## src/rtl/bcg_pkg.sv

```systemverilog
package bcg_pkg;
  localparam int LEN_CODE_W = 3;

  typedef enum logic {
    ORD_SEQ  = 1'b0,
    ORD_INTL = 1'b1
  } order_e;

  localparam logic [LEN_CODE_W-1:0] LEN_1 = 3'b000;
  localparam logic [LEN_CODE_W-1:0] LEN_2 = 3'b001;
  localparam logic [LEN_CODE_W-1:0] LEN_4 = 3'b010;
  localparam logic [LEN_CODE_W-1:0] LEN_8 = 3'b011;
  localparam logic [LEN_CODE_W-1:0] LEN_FULL = 3'b100;
endpackage

```

## src/rtl/bcg_mode_decode.sv

```systemverilog
module bcg_mode_decode
  import bcg_pkg::*;
#(
  parameter int COL_W = 8
) (
  input  logic [LEN_CODE_W-1:0] len_code,
  input  order_e                order,
  output logic [COL_W-1:0]      mask,
  output logic                  full,
  output logic                  intl
);
  always_comb begin
    full = len_code[LEN_CODE_W-1];
    if (full) mask = '1;
    else      mask = COL_W'((32'd1 << len_code[1:0]) - 32'd1);
    intl = (order == ORD_INTL) && !full && (len_code[1:0] != 2'd0);
  end
endmodule

```

## src/rtl/bcg_beat_ctr.sv

```systemverilog
module bcg_beat_ctr #(
  parameter int COL_W = 8
) (
  input  logic             clk,
  input  logic             rst_n,
  input  logic             load,
  input  logic             term,
  input  logic             adv,
  input  logic [COL_W-1:0] mask,
  input  logic             full,
  output logic             active,
  output logic [COL_W-1:0] beat,
  output logic             last
);
  assign last = active && !full && (beat == mask);

  always_ff @(posedge clk or negedge rst_n) begin
    if (!rst_n) begin
      active <= 1'b0;
      beat   <= '0;
    end else if (load) begin
      active <= 1'b1;
      beat   <= '0;
    end else if (term) begin
      active <= 1'b0;
      beat   <= '0;
    end else if (adv && active) begin
      if (last) begin
        active <= 1'b0;
        beat   <= '0;
      end else begin
        beat <= beat + 1'b1;
      end
    end
  end

  // termination without a start empties the burst
  a_r8_term_stops: assert property (@(posedge clk) disable iff (!rst_n)
    (term && !load) |=> !active);
  // consuming the final beat ends the burst
  a_r6_last_ends: assert property (@(posedge clk) disable iff (!rst_n)
    (last && adv && !load && !term) |=> !active);
  // a start always begins at beat 0
  a_r9_restart_zero: assert property (@(posedge clk) disable iff (!rst_n)
    load |=> (active && beat == '0));
endmodule

```

## src/rtl/bcg_col_map.sv

```systemverilog
module bcg_col_map #(
  parameter int COL_W = 8
) (
  input  logic [COL_W-1:0] start_col,
  input  logic [COL_W-1:0] beat,
  input  logic [COL_W-1:0] mask,
  input  logic             intl,
  output logic [COL_W-1:0] col
);
  logic [COL_W-1:0] seq_sum;

  always_comb begin
    seq_sum = start_col + beat;
    if (intl) col = start_col ^ (beat & mask);
    else      col = (start_col & ~mask) | (seq_sum & mask);
  end
endmodule

```

## src/rtl/bcg_burst_col_gen.sv

```systemverilog
module bcg_burst_col_gen
  import bcg_pkg::*;
#(
  parameter int COL_W = 8
) (
  input  logic                  clk,
  input  logic                  rst_n,
  input  logic                  start_i,
  input  logic [COL_W-1:0]      start_col_i,
  input  logic [LEN_CODE_W-1:0] len_code_i,
  input  logic                  order_i,
  input  logic                  term_i,
  input  logic                  adv_i,
  output logic [COL_W-1:0]      col_o,
  output logic                  valid_o,
  output logic                  last_o
);
  logic [COL_W-1:0]      start_q;
  logic [LEN_CODE_W-1:0] len_q;
  order_e                ord_q;
  logic [COL_W-1:0]      mask;
  logic                  full;
  logic                  intl;
  logic                  active;
  logic [COL_W-1:0]      beat;
  logic                  last;
  logic [COL_W-1:0]      col_raw;

  always_ff @(posedge clk or negedge rst_n) begin
    if (!rst_n) begin
      start_q <= '0;
      len_q   <= '0;
      ord_q   <= ORD_SEQ;
    end else if (start_i) begin
      start_q <= start_col_i;
      len_q   <= len_code_i;
      ord_q   <= order_e'(order_i);
    end
  end

  bcg_mode_decode #(.COL_W(COL_W)) u_dec (
    .len_code(len_q), .order(ord_q), .mask(mask), .full(full), .intl(intl)
  );

  bcg_beat_ctr #(.COL_W(COL_W)) u_ctr (
    .clk(clk), .rst_n(rst_n), .load(start_i), .term(term_i), .adv(adv_i),
    .mask(mask), .full(full), .active(active), .beat(beat), .last(last)
  );

  bcg_col_map #(.COL_W(COL_W)) u_map (
    .start_col(start_q), .beat(beat), .mask(mask), .intl(intl), .col(col_raw)
  );

  assign valid_o = active;
  assign last_o  = last;
  assign col_o   = active ? col_raw : '0;

  // the first beat shows the sampled start column
  a_r1_first_beat: assert property (@(posedge clk) disable iff (!rst_n)
    start_i |=> (valid_o && col_o == $past(start_col_i)));
  // the bits above the aligned block never move
  a_r3_upper_kept: assert property (@(posedge clk) disable iff (!rst_n)
    valid_o |-> ((col_o & ~mask) == (start_q & ~mask)));
  // interleaved steps flip the column parity
  a_r4_intl_parity: assert property (@(posedge clk) disable iff (!rst_n)
    (valid_o && adv_i && !last_o && !start_i && !term_i && intl)
      |=> (col_o[0] != $past(col_o[0])));
  // a stall holds the presented beat
  a_r5_stall_holds: assert property (@(posedge clk) disable iff (!rst_n)
    (valid_o && !adv_i && !start_i && !term_i)
      |=> (valid_o && $stable(col_o) && $stable(last_o)));
endmodule

```

## config.mk

```make
export PLATFORM = sky130hd
export DESIGN_NAME = bcg_burst_col_gen
export DESIGN_NICKNAME = d
export VERILOG_FILES = /design/src/rtl/bcg_pkg.sv /design/src/rtl/bcg_mode_decode.sv /design/src/rtl/bcg_beat_ctr.sv /design/src/rtl/bcg_col_map.sv /design/src/rtl/bcg_burst_col_gen.sv
export SDC_FILE = /design/constraint.sdc
export NUM_CORES = 1
export LEC_CHECK = 0
export BUFFER_PORTS_ARGS = -buffer_cell sky130_fd_sc_hd__buf_2
export CAP_MARGIN = 40
export CORE_ASPECT_RATIO = 1.5
export CORE_MARGIN = 3
export CORE_UTILIZATION = 40
export DETAILED_ROUTE_END_ITERATION = 6
export PLACE_DENSITY = 0.65
export SYNTH_ARGS = -nofsm -noshare
export SYNTH_HDL_FRONTEND = slang
export SYNTH_SLANG_ARGS = --single-unit
export TNS_END_PERCENT = 50
```

## constraint.sdc

```tcl
create_clock -name clk -period 5.15 [get_ports clk]
set_clock_uncertainty 0.1 [all_clocks]
set_input_delay 0.2575 -clock clk [delete_from_list [all_inputs] [get_ports clk]]
set_output_delay 0.2575 -clock clk [all_outputs]
set_load 0.01 [all_outputs]
```

==> out/summary.txt <==
Final hold violations: 0
Number of fillers in the final layout: 387
WL/cell: 15.2 um
Cells after DPL: 240
CP cell instances: or2_2 > ha_1 > nand2_1 > ha_1 > nor4_1 > and3_1 > buf_2
Layout Nets: 238
Final wirelength: 3730 um
Antenna cell count: 0
Initial antenna violation count: 0
Non-filler cells, final: 245
Cell Pwr Density: 218 nW/um2
Iter 0 DRT Violations: 24
Die extent in x: 58.3 um
Post-route ant nets: 0
Post-synth top area share: 0.320
Worst hold margin: 114 ps
CP max stage cell: nor4_1
Initial Utilization: 0.430
Vias: 1398
Worst-path maximum fanout: 6
Clk_lat worst skew: 260 ps
Htree depth: 1
Final worst slack: 2370 ps
Tcrit/Tclk final: 0.540
Cts repair resizes: 0
Gpl congestion: 0.804
Layout area overhead: 12.9%
Longest Clk Path Bufs: 2
Leakage: 0.869 nW
Most frequent cell after synthesis: dfrtp_1
Maximum Capacitance Violations: 0
CP required: 4790 ps
Avg Cell Area, Syn: 9.33 um2
Critical path type: reg2out
Hold/Removal Path Class: in2reg
Peak supply drop: 101 uV
# DRC: 0
Post-synth EDFFs: 0
Worst path bufs/invs: 1
Sink Count: 21
Routed vias/inst: 5.71
Synth area leaders: dfrtp_1 32%, ha_1 13%, mux2_2 6.9%
Hold depth: 3
Synth Cell Area: 1640 um2
Synth Warn #: 0
CP most frequent cell: ha_1
Die ar.: 4930 um2
CORE AREA: 3820 um2
Post-synth top area cell: dfrtp_1
Synth Instances: 176
Max-slew violation count: 0
Rel. slew slack: 0.645
CP peak stage delay: 430 ps
Area of the multi-input gates: 1080 um2
Yosys reg bits: 21
Outcome: complete, no violations
Reg area: 526 um2
Clock Pin Slew Worst Setup and Hold Paths: 70 ps
Half-perimeter wire length after placement: 2990 um
DR pass1 iterations: 4
Commonest cells in the netlist: 21 x dfrtp_1, 19 x nand2_1, 17 x ha_1
Boundary pin count: 27
Total CTS buffers: 3
Die Height: 84.5 um
CTS tree: done
FMAX: 360 MHz
Fin crit period: 2780 ps
Grt ovf: 0
Worst EP arrival: 2420 ps
Port bufs: 26
CP delay by family, top: simple AND/OR/NAND/NOR gates
Row cnt: 27
Share of cells above drive strength 1: 0.233
Endpoints failing setup: 0
Root Buffer: clkbuf_8
Most used DFF post-synth: dfrtp_1
Type of origin of the critical path: flop
Critical path endpoint category: output port
FF-to-FF path depth: 9
GRT Util Overall: 0.169
Unique cell type count in the Yosys netlist: 45
Slew @ Worst Pin: 533 ps
Setup TNS: 0 ps
Setup WS pre-CTS: 2420 ps
Unrepaired setup endpoints after global routing: no
Number of global-route vias before repair: 1472
Synth Net Count: 211
Largest net degree at the start of global routing: 22
Async S/R FF share, synth: 1.00
Global-route wire length before repair: 6590 um
Critical path depth in cells: 7
Part of the Yosys area used for sequential elements: 0.320
## layout make-up
cell class              count  share of cell area
inverters                   3             0.00607
repair buffers             27              0.0756
clock buffers               3              0.0223
multi-input cells         147               0.581
well taps                  43              0.0290
flip-flops and latches     21               0.283
clock inverters             1             0.00270
## final timing paths
kind	startpoint	endpoint	slack, ps
worst max-delay path	len_q[0]$_DFFE_PN0P_	last_o	2370
worst min-delay path	len_code_i[1]	len_q[1]$_DFFE_PN0P_	110
worst max register to register	len_q[0]$_DFFE_PN0P_	u_ctr.beat[7]$_DFFE_PN0P_	2410
worst min register to register	start_q[7]$_DFFE_PN0P_	start_q[7]$_DFFE_PN0P_	420
max in group asynchronous	rst_n	ord_q$_DFFE_PN0P_	4240
min in group asynchronous	rst_n	start_q[5]$_DFFE_PN0P_	380
## per-layer routing
| metal | global-route usage | part of all wire | up-vias |
|---|---|---|---|
| li1 | - | - | 709 |
| met1 | 0.192 | 0.40 | 670 |
| met2 | 0.313 | 0.56 | 13 |
| met3 | 0.0185 | 0.016 | 6 |
| met4 | 0.0549 | 0.015 | 0 |
| met5 | 0 | 0 | - |
## kinds of logic (layout without fill, tap and decap cells)
kind of cell	after synthesis	count (layout)	share of synthesized area
XOR/XNOR	10	10	0.0533
AND/OR/NAND/NOR	58	58	0.175
AO/OA/AOI/OAI	49	49	0.205
adder cells (fa/ha/maj)	18	18	0.142
multiplexers	12	12	0.0807
buffers and inverters	8	34	0.0244
flip-flops	21	21	0.320
## repair_timing
item | CTS | global route
hold buffers | 1 | 0
endpoints found under the hold margin | 21 | 0
buffers inserted | 0 | 0
## worst min-delay path: stages
cell,delay (ps)
buf_2,70
nand2_1,40
o21ai_0,60
## registers in the layout (all words and copies together), names as in the netlist
register and flops:
start_q 8, u_ctr.beat 8, len_q 3, ord_q 1, u_ctr.active 1
## stage by stage
step                       util  instance area, um2  power [W]
after floorplan               -                1640   0.000266
after global placement    0.471                1800   0.000301
after detailed placement  0.471                1800   0.000302
after CTS                 0.486                1850   0.000412
after global routing      0.486                1850   0.000436
final                     0.486                1850   0.000404
## cells in the final DEF, fill, tap and decap left out, types with 3 or more instances in the layout
| master | instances |
|---|---|
| a21boi_0 | 3 |
| mux2_2 | 10 |
| a211oi_1 | 3 |
| nor2_1 | 11 |
| xnor2_1 | 4 |
| a21o_1 | 3 |
| clkbuf_8 | 3 |
| o21a_1 | 3 |
| a21oi_1 | 7 |
| nand3_1 | 5 |
| o21ai_0 | 13 |
| nand2b_1 | 3 |
| buf_2 | 26 |
| o211ai_1 | 4 |
| dfrtp_1 | 21 |
| nand2_1 | 19 |
| nand4_1 | 4 |
| a211o_1 | 3 |
| xor2_1 | 6 |
| ha_1 | 17 |
## report_power, final
group	switching, W	total, W	leakage [nW]	internal (W)
registers	0.0000171	0.000192	0.264	0.000175
logic	0.0000554	0.000105	0.580	0.0000500
clock network	0.0000531	0.000107	0.0255	0.0000539
Power figures use the tool's default switching activity.
